### src/rtl/cpc_pkg.sv
package cpc_pkg;

  typedef enum logic [2:0] {
    TGT_RUN  = 3'd0,
    TGT_LSLP = 3'd1,
    TGT_VRET = 3'd2,
    TGT_RRET = 3'd3,
    TGT_COLL = 3'd4
  } tgt_e;

  typedef enum logic [3:0] {
    CS_RUN, CS_FLUSH, CS_CLKOFF, CS_SLEEP, CS_ISO,
    CS_RET, CS_OFF, CS_PWRUP, CS_UNRET, CS_UNISO
  } cstate_e;

  typedef enum logic [2:0] {
    LS_ON, LS_FLUSH, LS_ISO, LS_OFF, LS_PWRUP, LS_UNISO
  } l2state_e;

  typedef struct packed {
    logic clk_en;
    logic iso;
    logic ret_reg;
    logic ret_l1;
    logic pwr_en;
    logic flush_req;
  } core_ctl_t;

  // codes above collapse are folded onto collapse
  function automatic tgt_e decode_tgt(input logic [2:0] code);
    return (code >= 3'd4) ? TGT_COLL : tgt_e'(code);
  endfunction

  function automatic logic needs_flush(input tgt_e t);
    return (t == TGT_RRET) || (t == TGT_COLL);
  endfunction

  function automatic logic keeps_regs(input tgt_e t);
    return (t == TGT_VRET) || (t == TGT_RRET);
  endfunction

  function automatic logic keeps_l1(input tgt_e t);
    return (t == TGT_VRET);
  endfunction

  function automatic logic allows_l2_off(input tgt_e t);
    return (t == TGT_RRET) || (t == TGT_COLL);
  endfunction

endpackage

### src/rtl/cpc_settle_timer.sv
module cpc_settle_timer #(
  parameter int W = 4
) (
  input  logic         clk,
  input  logic         rst_n,
  input  logic         run,
  input  logic [W-1:0] limit,
  output logic         done
);
  logic [W-1:0] cnt_q;

  assign done = (cnt_q == limit);

  always_ff @(posedge clk or negedge rst_n) begin
    if (!rst_n)       cnt_q <= '0;
    else if (!run)    cnt_q <= '0;
    else if (!done)   cnt_q <= cnt_q + 1'b1;
  end
endmodule

### src/rtl/cpc_core_seq.sv
module cpc_core_seq
  import cpc_pkg::*;
#(
  parameter int SW = 4
) (
  input  logic          clk,
  input  logic          rst_n,
  input  logic [2:0]    req_code,
  input  logic          wake,
  input  logic          flush_done,
  input  logic          l2_ready,
  input  logic [SW-1:0] settle,
  output core_ctl_t     ctl,
  output logic          deep_l2
);
  cstate_e st_q, st_n;
  tgt_e    tgt_q, req_t;
  logic    exit_ev, settle_done, flushed_q, in_pwrup;

  assign req_t    = decode_tgt(req_code);
  assign exit_ev  = wake || (req_t == TGT_RUN);
  assign in_pwrup = (st_q == CS_PWRUP);

  cpc_settle_timer #(.W(SW)) u_tmr (
    .clk   (clk),
    .rst_n (rst_n),
    .run   (in_pwrup),
    .limit (settle),
    .done  (settle_done)
  );

  always_comb begin
    st_n = st_q;
    unique case (st_q)
      CS_RUN:    if (!exit_ev) st_n = needs_flush(req_t) ? CS_FLUSH : CS_CLKOFF;
      CS_FLUSH:  if (exit_ev) st_n = CS_RUN;
                 else if (flush_done) st_n = CS_CLKOFF;
      CS_CLKOFF: if (exit_ev) st_n = CS_RUN;
                 else st_n = (tgt_q == TGT_LSLP) ? CS_SLEEP : CS_ISO;
      CS_SLEEP:  if (exit_ev) st_n = CS_RUN;
      CS_ISO:    st_n = exit_ev ? CS_UNISO : CS_RET;
      CS_RET:    st_n = exit_ev ? CS_UNRET : CS_OFF;
      CS_OFF:    if (exit_ev) st_n = CS_PWRUP;
      CS_PWRUP:  if (settle_done && l2_ready) st_n = CS_UNRET;
      CS_UNRET:  st_n = CS_UNISO;
      CS_UNISO:  st_n = CS_RUN;
      default:   st_n = CS_RUN;
    endcase
  end

  always_ff @(posedge clk or negedge rst_n) begin
    if (!rst_n) begin
      st_q      <= CS_RUN;
      tgt_q     <= TGT_RUN;
      flushed_q <= 1'b0;
    end else begin
      st_q <= st_n;
      if (st_q == CS_RUN && st_n != CS_RUN) tgt_q <= req_t;
      if (st_q == CS_RUN) flushed_q <= 1'b0;
      else if (st_q == CS_FLUSH && flush_done) flushed_q <= 1'b1;
    end
  end

  always_comb begin
    ctl = '{clk_en: 1'b1, iso: 1'b0, ret_reg: 1'b0, ret_l1: 1'b0,
            pwr_en: 1'b1, flush_req: 1'b0};
    unique case (st_q)
      CS_RUN:    ;
      CS_FLUSH:  ctl.flush_req = 1'b1;
      CS_CLKOFF, CS_SLEEP, CS_UNISO: ctl.clk_en = 1'b0;
      CS_ISO, CS_UNRET: begin
        ctl.clk_en = 1'b0;
        ctl.iso    = 1'b1;
      end
      CS_RET, CS_PWRUP: begin
        ctl.clk_en  = 1'b0;
        ctl.iso     = 1'b1;
        ctl.ret_reg = keeps_regs(tgt_q);
        ctl.ret_l1  = keeps_l1(tgt_q);
      end
      CS_OFF: begin
        ctl.clk_en  = 1'b0;
        ctl.iso     = 1'b1;
        ctl.ret_reg = keeps_regs(tgt_q);
        ctl.ret_l1  = keeps_l1(tgt_q);
        ctl.pwr_en  = 1'b0;
      end
      default: ;
    endcase
  end

  assign deep_l2 = (st_q == CS_OFF) && allows_l2_off(tgt_q);

  AST_OFF_NEEDS_CLAMP: assert property (@(posedge clk) disable iff (!rst_n)
    !ctl.pwr_en |-> (ctl.iso && !ctl.clk_en));
  AST_ISO_AFTER_GATE: assert property (@(posedge clk) disable iff (!rst_n)
    $rose(ctl.iso) |-> !ctl.clk_en);
  AST_RET_NEEDS_ISO: assert property (@(posedge clk) disable iff (!rst_n)
    (ctl.ret_reg || ctl.ret_l1) |-> ctl.iso);
  AST_FLUSH_BEFORE_OFF: assert property (@(posedge clk) disable iff (!rst_n)
    (!ctl.pwr_en && needs_flush(tgt_q)) |-> flushed_q);
  AST_PWRUP_HOLDS_ISO: assert property (@(posedge clk) disable iff (!rst_n)
    $rose(ctl.pwr_en) |-> (ctl.iso && !ctl.clk_en));
endmodule

### src/rtl/cpc_l2_seq.sv
module cpc_l2_seq
  import cpc_pkg::*;
#(
  parameter int SW = 4
) (
  input  logic          clk,
  input  logic          rst_n,
  input  logic          all_deep,
  input  logic          flush_ack,
  input  logic          gate,
  input  logic [SW-1:0] settle,
  output logic          clk_en,
  output logic          iso,
  output logic          pwr_en,
  output logic          flush_req,
  output logic          ready
);
  l2state_e st_q, st_n;
  logic     settle_done, acked_q, in_pwrup;

  assign in_pwrup = (st_q == LS_PWRUP);

  cpc_settle_timer #(.W(SW)) u_tmr (
    .clk   (clk),
    .rst_n (rst_n),
    .run   (in_pwrup),
    .limit (settle),
    .done  (settle_done)
  );

  always_comb begin
    st_n = st_q;
    unique case (st_q)
      LS_ON:    if (all_deep) st_n = LS_FLUSH;
      LS_FLUSH: if (!all_deep) st_n = LS_ON;
                else if (flush_ack) st_n = LS_ISO;
      LS_ISO:   st_n = all_deep ? LS_OFF : LS_UNISO;
      LS_OFF:   if (!all_deep) st_n = LS_PWRUP;
      LS_PWRUP: if (settle_done) st_n = LS_UNISO;
      LS_UNISO: st_n = LS_ON;
      default:  st_n = LS_ON;
    endcase
  end

  always_ff @(posedge clk or negedge rst_n) begin
    if (!rst_n) begin
      st_q    <= LS_ON;
      acked_q <= 1'b0;
    end else begin
      st_q <= st_n;
      if (st_q == LS_ON) acked_q <= 1'b0;
      else if (st_q == LS_FLUSH && flush_ack) acked_q <= 1'b1;
    end
  end

  assign ready     = (st_q == LS_ON);
  assign flush_req = (st_q == LS_FLUSH);
  assign pwr_en    = (st_q != LS_OFF);
  assign iso       = (st_q == LS_ISO) || (st_q == LS_OFF) || (st_q == LS_PWRUP);
  assign clk_en    = ((st_q == LS_ON) || (st_q == LS_FLUSH)) && !gate;

  AST_L2_OFF_SAFE: assert property (@(posedge clk) disable iff (!rst_n)
    !pwr_en |-> $past(all_deep));
  AST_L2_ACK_FIRST: assert property (@(posedge clk) disable iff (!rst_n)
    !pwr_en |-> acked_q);
  AST_L2_OFF_ISO: assert property (@(posedge clk) disable iff (!rst_n)
    !pwr_en |-> (iso && !clk_en));
endmodule

### src/rtl/cpc_dvfs_arb.sv
module cpc_dvfs_arb #(
  parameter int NCORE = 2,
  parameter int FW    = 4,
  parameter int VW    = 4
) (
  input  logic                       clk,
  input  logic                       rst_n,
  input  logic [NCORE-1:0][FW-1:0]   freq_req,
  input  logic [NCORE-1:0][VW-1:0]   volt_req,
  output logic [FW-1:0]              freq_sel,
  output logic [NCORE-1:0][VW-1:0]   volt_sel
);
  function automatic logic [FW-1:0] top_freq(input logic [NCORE-1:0][FW-1:0] v);
    logic [FW-1:0] m;
    m = '0;
    for (int i = 0; i < NCORE; i++) if (v[i] > m) m = v[i];
    return m;
  endfunction

  always_ff @(posedge clk or negedge rst_n) begin
    if (!rst_n) freq_sel <= '0;
    else        freq_sel <= top_freq(freq_req);
  end

  for (genvar g = 0; g < NCORE; g++) begin : g_volt
    always_ff @(posedge clk or negedge rst_n) begin
      if (!rst_n) volt_sel[g] <= '0;
      else        volt_sel[g] <= volt_req[g];
    end
    AST_FREQ_COVERS: assert property (@(posedge clk) disable iff (!rst_n)
      1'b1 |=> (freq_sel >= $past(freq_req[g])));
  end
endmodule

### src/rtl/cluster_pwr_ctl.sv
module cluster_pwr_ctl
  import cpc_pkg::*;
#(
  parameter int NCORE = 2,
  parameter int SW    = 4,
  parameter int FW    = 4,
  parameter int VW    = 4
) (
  input  logic                      clk,
  input  logic                      rst_n,
  input  logic [NCORE-1:0][2:0]     core_req,
  input  logic [NCORE-1:0]          core_wake,
  input  logic [NCORE-1:0]          core_flush_done,
  input  logic [SW-1:0]             settle_cycles,
  input  logic                      l2_gate,
  input  logic                      l2_flush_ack,
  input  logic [NCORE-1:0][FW-1:0]  freq_req,
  input  logic [NCORE-1:0][VW-1:0]  volt_req,
  output logic [NCORE-1:0]          core_clk_en,
  output logic [NCORE-1:0]          core_iso,
  output logic [NCORE-1:0]          core_ret_reg,
  output logic [NCORE-1:0]          core_ret_l1,
  output logic [NCORE-1:0]          core_pwr_en,
  output logic [NCORE-1:0]          core_flush_req,
  output logic                      l2_clk_en,
  output logic                      l2_iso,
  output logic                      l2_pwr_en,
  output logic                      l2_flush_req,
  output logic [FW-1:0]             freq_sel,
  output logic [NCORE-1:0][VW-1:0]  volt_sel
);
  logic [NCORE-1:0] deep_vec;
  logic             all_deep, l2_ready;

  assign all_deep = &deep_vec;

  for (genvar g = 0; g < NCORE; g++) begin : g_core
    core_ctl_t ctl;
    cpc_core_seq #(.SW(SW)) u_seq (
      .clk        (clk),
      .rst_n      (rst_n),
      .req_code   (core_req[g]),
      .wake       (core_wake[g]),
      .flush_done (core_flush_done[g]),
      .l2_ready   (l2_ready),
      .settle     (settle_cycles),
      .ctl        (ctl),
      .deep_l2    (deep_vec[g])
    );
    assign core_clk_en[g]    = ctl.clk_en;
    assign core_iso[g]       = ctl.iso;
    assign core_ret_reg[g]   = ctl.ret_reg;
    assign core_ret_l1[g]    = ctl.ret_l1;
    assign core_pwr_en[g]    = ctl.pwr_en;
    assign core_flush_req[g] = ctl.flush_req;

    AST_CORE_WAITS_L2: assert property (@(posedge clk) disable iff (!rst_n)
      $fell(core_iso[g]) |-> (l2_pwr_en && !l2_iso));
  end

  cpc_l2_seq #(.SW(SW)) u_l2 (
    .clk       (clk),
    .rst_n     (rst_n),
    .all_deep  (all_deep),
    .flush_ack (l2_flush_ack),
    .gate      (l2_gate),
    .settle    (settle_cycles),
    .clk_en    (l2_clk_en),
    .iso       (l2_iso),
    .pwr_en    (l2_pwr_en),
    .flush_req (l2_flush_req),
    .ready     (l2_ready)
  );

  cpc_dvfs_arb #(.NCORE(NCORE), .FW(FW), .VW(VW)) u_dvfs (
    .clk      (clk),
    .rst_n    (rst_n),
    .freq_req (freq_req),
    .volt_req (volt_req),
    .freq_sel (freq_sel),
    .volt_sel (volt_sel)
  );
endmodule

### config.mk
export PLATFORM = sky130hd
export DESIGN_NAME = cluster_pwr_ctl
export DESIGN_NICKNAME = d
export VERILOG_FILES = /design/src/rtl/cpc_pkg.sv /design/src/rtl/cpc_settle_timer.sv /design/src/rtl/cpc_core_seq.sv /design/src/rtl/cpc_l2_seq.sv /design/src/rtl/cpc_dvfs_arb.sv /design/src/rtl/cluster_pwr_ctl.sv
export SDC_FILE = /design/constraint.sdc
export NUM_CORES = 1
export LEC_CHECK = 0
export ABC_AREA = 1
export BUFFER_PORTS_ARGS = -buffer_cell sky130_fd_sc_hd__buf_2
export CAP_MARGIN = 5
export CORE_AREA = 4 4 67 93
export CTS_CLUSTER_DIAMETER = 150
export DETAILED_ROUTE_END_ITERATION = 10
export DIE_AREA = 0 0 71 97
export HOLD_SLACK_MARGIN = 0.1
export PLACE_DENSITY = 0.74
export SETUP_SLACK_MARGIN = 0.1
export SLEW_MARGIN = 20
export SYNTH_ARGS = -nofsm -noshare
export SYNTH_HDL_FRONTEND = slang
export SYNTH_SLANG_ARGS = --single-unit
### constraint.sdc
create_clock -name clk -period 1.3 [get_ports clk]
set_input_delay 0 -clock clk [delete_from_list [all_inputs] [get_ports clk]]
set_output_delay 0 -clock clk [all_outputs]
set_load 0.01 [all_outputs]
# After elaboration in Yosys (flattened, before gate mapping)
# Index checks and enable logic that the tools add are counted.
# Widths: inputs -> output; s select.
[classes] addsub=3 magnitude_cmp=4 eq_ne=45 n_mux=51 reduce_logical=34
[ops] op="$mux 4" n=26
[ops] op="$pmux 4 s9" n=2
[ops] op="$eq 4x3->1 const B" n=8
[ops] op="$mux 3" n=10
[ops] op="$eq 3x2->1 const B" n=8
[ops] op="$eq 4x2->1 const B" n=4
[ops] op="$eq 4x4->1 const B" n=4
[ops] op="$reduce_or 8->1" n=2
[ops] op="$eq 3x3->1 const B" n=5
[ops] op="$pmux 3 s5" n=1
[ops] op="$add 4x1->4 const B" n=3
[ops] op="$eq 4x4->1" n=3
[ops] op="$logic_or 1x1->1" n=11
[ops] op="$reduce_or 5->1" n=2
[ops] op="$eq 3x1->1 const B" n=3
[ops] op="$logic_not 3->1" n=3
[ops] op="$eq 4x1->1 const B" n=2
[ops] op="$logic_not 4->1" n=2
[ops] op="$mux 1" n=8
[ops] op="$mux 2" n=4
[ops] op="$ne 2x2->1 const B" n=4
[ops] op="$reduce_bool 4->1" n=2
[ops] op="$logic_and 1x1->1" n=7
[ops] op="$ge 3x3->1 const B" n=2
[ops] op="other kinds (9)" n=11
[totals] reg_bits=41

# Logic depth before layout (Yosys ltp)
# Gate-level depths: netlist of run 1.
[depth] depth_word=9 depth_mapped=10 ltp_nobuf=10

# Modules after synthesis
# Synthesis of run 1 repeated with hierarchy kept, for this count alone.
[hier_totals] cells_unflattened=401 hier_area_um2=2964.1
[by_module_without_submodules] mod="cpc_core_seq" n_inst=2 cells_each=89 area_each_um2=569.3 seq_area_each_um2=175.2
[by_module_without_submodules] mod="cpc_settle_timer" n_inst=3 cells_each=45 area_each_um2=352.8 seq_area_each_um2=100.1
[by_module_without_submodules] mod="cpc_dvfs_arb" n_inst=1 cells_each=44 area_each_um2=493.0 seq_area_each_um2=300.3
[by_module_without_submodules] mod="cpc_l2_seq" n_inst=1 cells_each=42 area_each_um2=266.5 seq_area_each_um2=75.1
[by_module_without_submodules] mod="cluster_pwr_ctl" n_inst=1 cells_each=2 area_each_um2=7.5 seq_area_each_um2=0.0

# Least setup slack after synthesis of run 1
# Ideal clock, no wire load.
[synth_path] kind="reg-to-reg" startpoint="register u_l2.st_q[2]" endpoint="register g_core[0].u_seq.st_q[1]" setup_ps=142 arrival_time_ps=1181 slack_ps=-23 stages_incl_launch_ff=7 period_less_slack_ps=1323 cell_sequence="dfrtp_1 -> nor2_1 -> inv_1 -> nor2_1 -> inv_1 -> o21ai_1 -> o2111ai_1"
[synth_between] elab_chain_len=4
[synth_lines] item="from (decl)" line="cpc_l2_seq.sv:18" text="l2state_e st_q, st_n;"
[synth_lines] item="from (signal assigned)" line="cpc_l2_seq.sv:50" text="st_q <= st_n;"
[synth_lines] item="$logic_not 3->1"
[synth_lines] item="$logic_and 1x1->1" line="cpc_core_seq.sv:44" text="CS_PWRUP: if (settle_done && l2_ready) st_n = CS_UNRET;"
[synth_lines] item="$mux 4" line="cpc_core_seq.sv:44"
[synth_lines] item="$pmux 4 s9" line="cpc_core_seq.sv:34" text="unique case (st_q)"
[synth_lines] item="via g_core[0].u_seq.st_n[1]" line="cpc_core_seq.sv:16" text="cstate_e st_q, st_n;"
[synth_lines] item="to (signal assigned)" line="cpc_core_seq.sv:57" text="st_q <= st_n;"
[synth_lines] item="to (decl)" line="cpc_core_seq.sv:16"
# The timed path passes the listed nets, and every way through them passes these cells.
# A chain may end at the register's enable or synchronous reset.

# Worst setup path after layout of run 1
[layout_path] startpoint="register g_core[0].u_seq.st_q[3]" endpoint="output port core_ret_l1[0]"
[layout_between] elab_chain_len=3 word_cells_on_any_way=5
[layout_lines] item="$eq 4x3->1" line="cpc_core_seq.sv:67" text="unique case (st_q)"
[layout_lines] item="$reduce_or 3->1 (no line) *"
[layout_lines] item="$mux 2 *"
[layout_lines] item="to (decl)" line="cluster_pwr_ctl.sv:22" text="output logic [NCORE-1:0] core_ret_l1,"
# Every way passes the cells marked *; elsewhere a longest branch is shown, timed or not.

==> PnR_summary.wiki, run 1 <==
{| class="wikitable"
! Metric !! Value
|-
| Outcome || complete, but fails checks
|-
| Violations in the final reports || setup timing
|-
| Setup total negative slack || -2.33 ns
|-
| Top library cells by usage in the layout, fill and taps aside || 57 x sky130_fd_sc_hd__buf_2, 52 x sky130_fd_sc_hd__buf_4, 37 x sky130_fd_sc_hd__nand2_1
|-
| Leakage component of the power || approximately 2.2 nW
|-
| Unrepaired setup endpoints after global routing || yes
|-
| Top cells by area, synth || sky130_fd_sc_hd__dfrtp_1 41%, sky130_fd_sc_hd__nand2_1 9.1%, sky130_fd_sc_hd__inv_1 7.3%
|-
| Area of the multi-input gates || approximately 1700 um2
|-
| Synth top area share || between 40 and 50%
|-
| Fill count || roughly 340
|-
| Worst R2R Setup Slack || -0.13 ns
|-
| Area of the placeable core || 5450 um2
|-
| Worst min-delay path startpoint || core_req[0]
|-
| Finished Core Util || around 81%
|-
| Worst-case vdd ir drop || 1.15 mV
|-
| Combinational family with the most area after synthesis || simple AND/OR/NAND/NOR gates
|-
| Count of pins over their slew limit || 0
|-
| Insertion delay to the later sink of the worst-skew pair || approximately 0.30 ns
|-
| Area share of and/or/nand/nor cells after synthesis || 29.5%
|-
| Vias in the first global route || ~3,100
|-
| Max Freq || about 690 MHz
|-
| Gate count of the mapped netlist || between 300 and 400
|-
| Largest net degree at the start of global routing || 26
|-
| Area growth from synthesis to layout || 77.0%
|-
| Vias per inst || 5.33
|-
| Iteration-0 DRC count of the detailed router || 127
|-
| Number of nets with antenna violations after routing || 0
|-
| Clk root buf || sky130_fd_sc_hd__clkbuf_8
|-
| Max cap viols || 0
|-
| Worst slack at placement || -0.118 ns
|-
| Total power per unit cell area || approximately 1900 nW/um2
|-
| Routed vias || 3,048
|-
| Number of cells after detailed placement || 509
|-
| Total Power Consumption || between 8 and 9 mW
|-
| Wire length of the first global-routing pass || around 14,000 um
|-
| Largest clock skew in the final design || 0.0117 ns
|-
| Cell depth of the worst flop-to-flop path || 8
|-
| Kind of capture point of the worst setup path || primary output
|-
| Syn Std Cell Area || between 2000 and 3000 um2
|-
| Ratio of cells with drive above 1 in the final layout || between 50% and 60%
|-
| Tightest Pin Transition || around 0.44 ns
|-
| Final-report setup violation count || 32
|-
| # nets final || about 540
|-
| Number of storage elements in the synthesis netlist || slightly above 40
|-
| Detailed Place HPWL || 5210 um
|-
| Final critical path time including I/O delays and setup || 1.44 ns
|-
| Gr usage total || around 24%
|-
| Count of TritonRoute iterations in the first routing pass || 4
|-
| Yosys synthesis warning count || 0
|-
| Critical Path Start Type || flop
|-
| CTS max path bufs || 2
|-
| Unique masters post-synth || 35
|-
| Worst path max stage delay || around 0.47 ns
|-
| Area fraction in compound gates after synthesis || roughly 14%
|-
| Final instance area || around 4400 um2
|-
| Post-placement cell area || 3320 um2
|-
| Launch instance of the worst register-to-register path || g_core[0].u_seq.st_q[3]$_DFF_PN0_
|-
| Slowest stage cell, crit path || sky130_fd_sc_hd__dfrtp_2
|-
| Critical path required time || approximately 1.3 ns
|-
| DRC errors left || 0
|-
| Number of buffers created by CTS || 5
|-
| Leading cell type in the layout, fill and taps excluded || sky130_fd_sc_hd__buf_2
|-
| Endpoint of the worst-slack reg-to-reg timing path || g_core[0].u_seq.st_q[1]$_DFF_PN0_
|-
| Die X || about 71 um
|-
| Post-Synthesis Mean Instance Area || roughly 7.6 um2
|-
| Total Routed Length || 8800 um
|-
| WL/cell || 15.4 um
|-
| I/O Buffers || ~60
|-
| Ordered list of cells on the worst path || nor2_4, buf_6, nand2_4, nor4_2, buf_2
|-
| Adder-cell share of the synthesized area || 3.50%
|-
| Leftover overflow at the end of global routing || 0
|-
| Sequential cell area fraction in the yosys report || a little over 40%
|-
| Hold Path Depth || 4
|-
| Placer's final routability congestion estimate || 0.894
|-
| Top-Level Pins || just over 60
|-
| Reg area || around 1000 um2
|-
| Slew headroom || between 70 and 80%
|-
| Crit path arrival time || about 1.4 ns
|-
| Destination of the worst hold path || g_core[0].u_seq.st_q[1]$_DFF_PN0_
|-
| Clock slew at the register clock pins of the worst setup and hold paths || around 0.090 ns
|-
| Die Area || 6890 um2
|-
| Site Rows || 32
|-
| Total clock sinks || between 40 and 50
|-
| Antenna violations before repair || 0
|-
| Hold violation total from the final report || 0
|-
| Total inserted antenna cells || 0
|-
| Number of levels the H-tree was split into || 2
|-
| Fin Hold WS || roughly 0.16 ns
|-
| Worst Hold Class || input port to flop
|-
| Multiplexer fraction of the synthesized cell area || 0%
|-
| Non-Filler Instances || between 500 and 600
|-
| Starting density of the core || between 40% and 50%
|-
| Fraction of synthesized cell area in xor and xnor cells || ~3.1%
|-
| TritonCTS clock tree || yes
|-
| Floorplan die height || around 97 um
|-
| Final clock period utilization by the worst path || 111%
|-
| Cell taking the most area after synthesis || sky130_fd_sc_hd__dfrtp_1
|-
| Critical path class || flop to primary output
|-
| Largest fanout of any net on the critical path || 4
|-
| Post-Synthesis Net Count || 370
|-
| Minimum setup slack in the final design || -0.141 ns
|}
==> where the power goes <==
part	switching, mW	internal (mW)	total [mW]
Sequential	0.368	1.59	1.96
Clock	0.468	0.379	0.847
Combinational	2.95	2.60	5.55
==> how the worst max path moves through the flow <==
stage,startpoint,end,slack (ns),depth (start not counted)
after floorplan,g_core[1].u_seq.st_q[1]$_DFF_PN0_,u_l2.st_q[1]$_DFFE_PN0P_,0.02,9
after detailed placement,u_l2.st_q[2]$_DFFE_PN0P_,g_core[0].u_seq.st_q[2]$_DFF_PN0_,-0.12,6
after CTS,g_core[0].u_seq.st_q[3]$_DFF_PN0_,core_ret_reg[0],-0.08,5
after global routing,g_core[1].u_seq.st_q[3]$_DFF_PN0_,u_l2.st_q[0]$_DFFE_PN0P_,-0.20,9
after global placement,u_l2.st_q[2]$_DFFE_PN0P_,g_core[0].u_seq.st_q[2]$_DFF_PN0_,-0.05,6
final,g_core[0].u_seq.st_q[3]$_DFF_PN0_,core_ret_l1[0],-0.14,5
==> cell type report <==
class / count / share of cell area, %
flip-flops and latches: 41 / 23.3
inverters: 55 / 4.88
clock buffers: 6 / 1.64
well taps: 68 / 1.92
repair buffers: 169 / 30.1
clock inverters: 2 / 0.339
multi-input cells: 231 / 37.8
==> critical path, delay by kind of cell (launching register included) <==
| kind | cells | cell delay [ns] |
|---|---|---|
| simple gates | 3 | 0.37 |
| flops | 1 | 0.47 |
| buf+inv | 2 | 0.30 |
==> kinds of logic (layout without fill, tap and decap cells) <==
| group | after synthesis | count (layout) |
|---|---|---|
| DFF | 41 | 41 |
| AOI/OAI and AO/OA | 64 | 64 |
| buffers and inverters | 57 | 232 |
| and+or+nand+nor | 151 | 151 |
| xor gates and xnor gates | 9 | 9 |
| adders and majority gates | 7 | 7 |
==> timing repair <==
action	in CTS	in global routing
hold buffers	27	0
pin swaps	29	28
resized for setup	95	71
hold endpoints to repair	63	0
gates cloned	0	0
buffers inserted	21	7
endpoints found under the setup margin	45	45
==> layer usage <==
metal  wire, um  share of wire (%)  track usage (%)  up-vias
met4        301                3.4             10.9        0
met2       4890                 56             45.0      113
met1       3150                 36             25.9     1467
li1           -                  -                -     1440
met3        453                5.1             4.78       28
met5          0                  0                0        -
==> registers in the layout, indices dropped and copies added (netlist names) <==
name                      count
g_core.u_seq.st_q             8
g_core.u_seq.u_tmr.cnt_q      8
u_dvfs.volt_sel               8
g_core.u_seq.tgt_q            6
u_dvfs.freq_sel               4
u_l2.u_tmr.cnt_q              4
u_l2.st_q                     3
==> Yosys cell counts, drive strengths merged <==
master	number
a211oi	3
a21oi	26
a31oi	1
a32oi	1
and2	1
and3	2
buf	1
clkbuf	1
dfrtp	41
ha	7
inv	55
nand2	64
nand3	21
nand3b	1
nand4	5
nor2	37
nor3	19
nor4	1
o2111ai	2
o211ai	4
o21a	1
o21ai	26
xnor2	1
xor2	8
Power figures use the tool's default switching activity.
==> run 2, diff against run 1 <==
--- a/config.mk
+++ b/config.mk
@@ -9,11 +9,12 @@
 export BUFFER_PORTS_ARGS = -buffer_cell sky130_fd_sc_hd__buf_2
 export CAP_MARGIN = 5
-export CORE_AREA = 4 4 67 93
+export CORE_AREA = 5 5 68 94
 export CTS_CLUSTER_DIAMETER = 150
 export DETAILED_ROUTE_END_ITERATION = 10
-export DIE_AREA = 0 0 71 97
+export DIE_AREA = 0 0 73 99
 export HOLD_SLACK_MARGIN = 0.1
 export PLACE_DENSITY = 0.74
 export SETUP_SLACK_MARGIN = 0.1
+export SKIP_CTS_REPAIR_TIMING = 1
 export SLEW_MARGIN = 20
 export SYNTH_ARGS = -nofsm -noshare
==> constraint.sdc (replaced) <==
create_clock -name clk -period 1.3 [get_ports clk]
set_input_delay 0 -clock clk [delete_from_list [all_inputs] [get_ports clk]]
set_output_delay 0 -clock clk [all_outputs]
set_load 0.005 [all_outputs]
==> PnR_summary.wiki, run 2 (synthesis results as in run 1) <==
{| class="wikitable"
! Metric !! Value
|-
| Outcome || complete, but fails checks
|-
| Violations in the final reports || setup timing
|-
| Fin Hold WS || 0.0604 ns
|-
| Ordered list of cells on the worst path || nor2_2, inv_2, buf_6, buf_6, nor3_4, buf_2
|-
| Ratio of cells with drive above 1 in the final layout || 47.8%
|-
| Total clock sinks || just over 40
|-
| Count of pins over their slew limit || 0
|-
| Worst slack at placement || -0.0475 ns
|-
| Unrepaired setup endpoints after global routing || yes
|-
| Worst path max stage delay || approximately 0.44 ns
|-
| Max Freq || slightly below 700 MHz
|-
| Area of the multi-input gates || around 1600 um2
|-
| Critical Path Start Type || flop
|-
| Setup total negative slack || -1.51 ns
|-
| Critical path class || flop to primary output
|-
| Kind of capture point of the worst setup path || primary output
|-
| # nets final || between 500 and 600
|-
| Sw frac || a little over two fifths
|-
| Antenna violations before repair || 0
|-
| Worst-case vdd ir drop || roughly 1.2 mV
|-
| Die Area || ~7200 um2
|-
| Final-report setup violation count || 25
|-
| Hold violation total from the final report || 0
|-
| Count of TritonRoute iterations in the first routing pass || 4
|-
| DRC errors left || 0
|-
| I/O Buffers || 61
|-
| Largest clock skew in the final design || around 0.0065 ns
|-
| Final clock period utilization by the worst path || 111%
|-
| Routed vias || between 2,000 and 3,000
|-
| Slowest stage cell, crit path || sky130_fd_sc_hd__dfrtp_2
|-
| Area growth from synthesis to layout || 67.4%
|-
| Clk root buf || sky130_fd_sc_hd__clkbuf_8
|-
| Cell depth of the worst flop-to-flop path || 8
|-
| Net switching power || roughly 3.2 mW
|-
| Most numerous cell on the critical path || sky130_fd_sc_hd__buf_6
|-
| Number of nets with antenna violations after routing || 0
|-
| Placer's final routability congestion estimate || between 0.8 and 0.9
|-
| Reg area || 1030 um2
|-
| Worst Hold Class || input port to flop
|-
| WL/cell || 14.4 um
|-
| Floorplan die height || around 99 um
|-
| Critical path required time || approximately 1.3 ns
|-
| Site Rows || 32
|-
| Slew headroom || roughly 70%
|-
| Total Routed Length || between 8000 and 9000 um
|-
| Clock power frac || approximately 16%
|-
| Number of cells after detailed placement || between 500 and 600
|-
| Finished Core Util || roughly three quarters
|-
| Top library cells by usage in the layout, fill and taps aside || 61 x sky130_fd_sc_hd__buf_2, 52 x sky130_fd_sc_hd__buf_4, 45 x sky130_fd_sc_hd__nand2_1
|-
| Total inserted antenna cells || 0
|-
| Leading cell type in the layout, fill and taps excluded || sky130_fd_sc_hd__buf_2
|-
| Largest fanout of any net on the critical path || 3
|-
| Vias per inst || 5.22
|-
| Comb pwr share || about three fifths
|-
| Number of levels the H-tree was split into || 2
|-
| Iteration-0 DRC count of the detailed router || between 100 and 150
|-
| Hold Path Depth || 5
|-
| Largest registers ranked by flip-flop count || g_core.u_seq.st_q: 8 flops, g_core.u_seq.u_tmr.cnt_q: 8 flops, u_dvfs.volt_sel: 8 flops
|-
| TritonCTS clock tree || yes
|-
| Final critical path time including I/O delays and setup || about 1.4 ns
|-
| Power share of the sequential group || about a quarter
|-
| Total power per unit cell area || 1830 nW/um2
|-
| Clock slew at the register clock pins of the worst setup and hold paths || 0.08 ns
|-
| Minimum setup slack in the final design || -0.146 ns
|-
| Fill count || around 340
|-
| Internal || between 4 and 5 mW
|-
| Die X || approximately 73 um
|-
| Largest net degree at the start of global routing || 25
|-
| Detailed Place HPWL || 5180 um
|-
| Tightest Pin Transition || 0.455 ns
|-
| Wire length of the first global-routing pass || roughly 11,000 um
|-
| Gr usage total || a little under a fifth
|-
| Crit path arrival time || roughly 1.5 ns
|-
| Leftover overflow at the end of global routing || 0
|-
| Number of buffers created by CTS || 5
|-
| Top-Level Pins || 62
|-
| Area of the placeable core || ~5400 um2
|-
| Max cap viols || 0
|-
| Insertion delay to the later sink of the worst-skew pair || ~0.30 ns
|-
| CTS max path bufs || 2
|-
| Vias in the first global route || 2,612
|-
| Non-Filler Instances || ~560
|-
| Leakage component of the power || about 2.1 nW
|-
| Starting density of the core || between 40 and 50%
|}
[run 2: area by class of cell]
cell class / instances / share of cell area [%]
multi-input cells: 231 / 37.9
repair buffers: 155 / 27.2
flip-flops and latches: 41 / 24.6
inverters: 55 / 5.04
well taps: 68 / 2.03
clock buffers: 5 / 1.64
clock inverters: 3 / 1.55
[run 2: routing by layer]
| layer | vias up | GRT usage (%) | routed length (um) |
|---|---|---|---|
| li1 | 1408 | - | - |
| met1 | 1401 | 20.2 | 3030 |
| met2 | 75 | 33.1 | 4350 |
| met3 | 27 | 4.49 | 375 |
| met4 | 0 | 8.66 | 302 |
| met5 | - | 0 | 0 |
[run 2: final timing paths]
| kind | startpoint | end | slack, ns |
|---|---|---|---|
| hold reg to reg | g_core[1].u_seq.tgt_q[2]$_DFFE_PN0P_ | g_core[1].u_seq.tgt_q[2]$_DFFE_PN0P_ | 0.54 |
| setup reg to reg | g_core[1].u_seq.st_q[1]$_DFF_PN0_ | u_l2.st_q[1]$_DFFE_PN0P_ | -0.13 |
| max in group asynchronous | rst_n | g_core[0].u_seq.st_q[3]$_DFF_PN0_ | 0.62 |
| min in group asynchronous | rst_n | g_core[1].u_seq.st_q[2]$_DFF_PN0_ | 0.17 |
| setup / recovery | g_core[0].u_seq.st_q[3]$_DFF_PN0_ | core_flush_req[0] | -0.15 |
| hold / removal | core_wake[1] | g_core[1].u_seq.st_q[1]$_DFF_PN0_ | 0.06 |
[run 2: worst max-delay path, delay by kind of cell, from the launching register on]
kind / cells / cell delay (ns)
buf+inv: 4 / 0.44
simple gates: 2 / 0.26
flops: 1 / 0.44
[run 2: power groups by stage]
stage                     Combinational, mW  Clock, mW  Sequential (mW)
after floorplan                        1.83          0             1.85
after global placement                 3.29          0             1.87
after detailed placement               3.34          0             1.88
after CTS                              3.35       1.26             1.86
after global routing                   4.91       1.31             1.97
final                                  4.50       1.24             1.92
[run 2: per-stage QoR]
step | total power, mW | cell area (um2)
after floorplan | 3.68 | 2530
after global routing | 8.19 | 4190
final | 7.67 | 4190
after CTS | 6.46 | 3430
after detailed placement | 5.22 | 3290
after global placement | 5.16 | 3290
==> run 3, diff against run 2 <==
ABC_AREA = unset   (was 1)
CORE_AREA = 2 2 65 91   (was 5 5 68 94)
DIE_AREA = 0 0 67 93   (was 0 0 73 99)
PLACE_DENSITY = 0.73   (was 0.74)
==> PnR_summary.wiki, run 3 <==
{| class="wikitable"
! Metric !! Value
|-
| Leading cell type in the layout, fill and taps excluded || sky130_fd_sc_hd__buf_2
|-
| Fill count || 410
|-
| Final critical path time including I/O delays and setup || 1.60 ns
|-
| Most used standard cell by instance count after synthesis || sky130_fd_sc_hd__dfrtp_1
|-
| Gate count of the mapped netlist || ~270
|-
| Largest net degree at the start of global routing || 42
|-
| Prevailing post-synth register cell || sky130_fd_sc_hd__dfrtp_1
|-
| Sequential cell area fraction in the yosys report || approximately two fifths
|-
| CTS max path bufs || 2
|-
| Number of levels the H-tree was split into || 2
|-
| Finished Core Util || 71.3%
|-
| Worst path max stage delay || 0.56 ns
|-
| Outcome || complete, but fails checks
|-
| Number of nets with antenna violations after routing || 0
|-
| Leakage component of the power || 1.77 nW
|-
| Tightest Pin Transition || slightly above 0.5 ns
|-
| Top-Level Pins || between 60 and 70
|-
| Most frequent cells after synthesis || 41 x sky130_fd_sc_hd__dfrtp_1, 25 x sky130_fd_sc_hd__nor2_1, 17 x sky130_fd_sc_hd__xor2_1
|-
| Wire length of the first global-routing pass || ~9700 um
|-
| Area growth from synthesis to layout || 55.0%
|-
| Largest clock skew in the final design || a little over 0.003 ns
|-
| WL/cell || between 10 and 15 um
|-
| Total power per unit cell area || roughly 1400 nW/um2
|-
| Site Rows || 32
|-
| Top cells by area, synth || sky130_fd_sc_hd__dfrtp_1 41%, sky130_fd_sc_hd__xor2_1 5.9%, sky130_fd_sc_hd__nor2_1 3.8%
|-
| Worst Hold Class || input port to flop
|-
| Yosys synthesis warning count || 0
|-
| Total Routed Length || 6520 um
|-
| Fraction of synthesis flops using an asynchronous set or reset pin || 100%
|-
| Vias per inst || 5.39
|-
| Top library cells by usage in the layout, fill and taps aside || 62 x sky130_fd_sc_hd__buf_2, 42 x sky130_fd_sc_hd__buf_4, 41 x sky130_fd_sc_hd__dfrtp_1
|-
| Count of pins over their slew limit || 0
|-
| Area of the placeable core || approximately 5400 um2
|-
| Critical Path Start Type || flop
|-
| TritonCTS clock tree || yes
|-
| Gr usage total || between 20% and 30%
|-
| Unrepaired setup endpoints after global routing || yes
|-
| Iteration-0 DRC count of the detailed router || 70
|-
| Number of buffers created by CTS || 5
|-
| Critical path required time || 1.48 ns
|-
| Die Area || roughly 6200 um2
|-
| Insertion delay to the later sink of the worst-skew pair || 0.30 ns
|-
| Total clock sinks || 41
|-
| Slew headroom || about 66%
|-
| Fin Hold WS || about 0.066 ns
|-
| Largest registers ranked by flip-flop count || g_core.u_seq.st_q: 8 flops, g_core.u_seq.u_tmr.cnt_q: 8 flops, u_dvfs.volt_sel: 8 flops
|-
| Count of flip-flops with a built-in enable after synthesis || 0
|-
| Antenna violations before repair || 0
|-
| Die X || between 60 and 70 um
|-
| Worst-case vdd ir drop || 1.00 mV
|-
| Count of TritonRoute iterations in the first routing pass || 4
|-
| I/O Buffers || between 60 and 70
|-
| Routed vias || between 2,000 and 3,000
|-
| Unique masters post-synth || 43
|-
| Vias in the first global route || 2,383
|-
| Starting density of the core || a little under half
|-
| Ratio of cells with drive above 1 in the final layout || 45.4%
|-
| Slowest stage cell, crit path || sky130_fd_sc_hd__or4_4
|-
| Syn Std Cell Area || between 2000 and 3000 um2
|-
| Placer's final routability congestion estimate || 0.906
|-
| Synth top area share || ~40%
|-
| DRC errors left || 0
|-
| Ordered list of cells on the worst path || or4_4, nor3_4, mux2_1
|-
| Max Freq || ~620 MHz
|-
| Minimum setup slack in the final design || -0.303 ns
|-
| Crit path arrival time || about 1.8 ns
|-
| Floorplan die height || roughly 93 um
|-
| Setup total negative slack || -4.30 ns
|-
| Post-Synthesis Mean Instance Area || between 9 and 10 um2
|-
| Final-report setup violation count || 34
|-
| Worst slack at placement || -0.277 ns
|-
| Clk root buf || sky130_fd_sc_hd__clkbuf_8
|-
| Kind of capture point of the worst setup path || flop
|-
| Max cap viols || 0
|-
| Cell taking the most area after synthesis || sky130_fd_sc_hd__dfrtp_1
|-
| Total inserted antenna cells || 0
|-
| Critical path class || flop to flop
|-
| Hold violation total from the final report || 0
|-
| Violations in the final reports || setup timing
|-
| # nets final || approximately 440
|-
| Final clock period utilization by the worst path || 123%
|-
| Number of storage elements in the synthesis netlist || 41
|-
| Largest fanout of any net on the critical path || 3
|-
| Detailed Place HPWL || between 4000 and 5000 um
|-
| Clock slew at the register clock pins of the worst setup and hold paths || roughly 0.08 ns
|-
| Post-Synthesis Net Count || 307
|-
| Leftover overflow at the end of global routing || 0
|}
-- run 3: worst max-delay path: cells and delay by family (launching register included) --
kind / cells / cell delay [ns]
simple gates: 2 / 0.75
flops: 1 / 0.40
mux: 1 / 0.34
-- run 3: final timing paths --
check	startpoint	cells after the start	slack (ns)	to
max	g_core[1].u_seq.st_q[3]$_DFF_PN0_	3	-0.30	g_core[1].u_seq.tgt_q[2]$_DFFE_PN0P_
min	core_wake[1]	3	0.07	g_core[1].u_seq.st_q[1]$_DFF_PN0_
max reg2reg	g_core[1].u_seq.st_q[3]$_DFF_PN0_	3	-0.30	g_core[1].u_seq.tgt_q[2]$_DFFE_PN0P_
min reg2reg	g_core[0].u_seq.tgt_q[2]$_DFFE_PN0P_	1	0.57	g_core[0].u_seq.tgt_q[2]$_DFFE_PN0P_
max in group asynchronous	rst_n	3	0.65	u_dvfs.freq_sel[0]$_DFF_PN0_
min in group asynchronous	rst_n	3	0.29	u_dvfs.volt_sel[2]$_DFF_PN0_
-- run 3: area by class of cell --
type	instances	area [um2]	area share, %
multi-input cells	200	1640	42.1
flip-flops and latches	41	1030	26.4
repair buffers	136	966	24.9
well taps	68	85.1	2.19
clock buffers	5	68.8	1.77
inverters	14	52.6	1.35
clock inverters	3	46.3	1.19
-- run 3: routing by layer --
layer  GRT usage (%)  share of wire [%]
met1            22.5                 38
met3            2.65                3.1
met5               0                  0
met2            35.9                 57
met4            10.0                2.4
-- run 3: logic make-up (layout without fill, tap and decap cells) --
group           count (synthesis)  count (layout)  share of synthesized area [%]
mux                             9               9                           3.90
simple gates                  102             102                           24.3
buf+inv                        25             158                           4.30
compound gates                 65              65                           17.1
flops                          41              41                           41.0
xor+xnor                       17              17                           5.95
fa+ha+maj                       7               7                           3.50
-- run 3: where the power goes --
| group | total (mW) | leakage, nW | switching, mW | internal [mW] |
|---|---|---|---|---|
| registers | 1.68 | 0.531 | 0.175 | 1.50 |
| logic | 2.86 | 1.18 | 1.40 | 1.46 |
| clock network | 1.04 | 0.0543 | 0.464 | 0.575 |
| total | 5.57 | 1.77 | 2.04 | 3.53 |
-- run 3: metrics by stage --
stage,instances,power [mW],area [um2]
2_1_floorplan,266,3.08,2540
3_3_place_gp,433,3.86,3240
3_5_place_dp,433,3.92,3240
4_1_cts,441,4.98,3350
5_1_grt,467,5.92,3880
6_report,467,5.57,3880
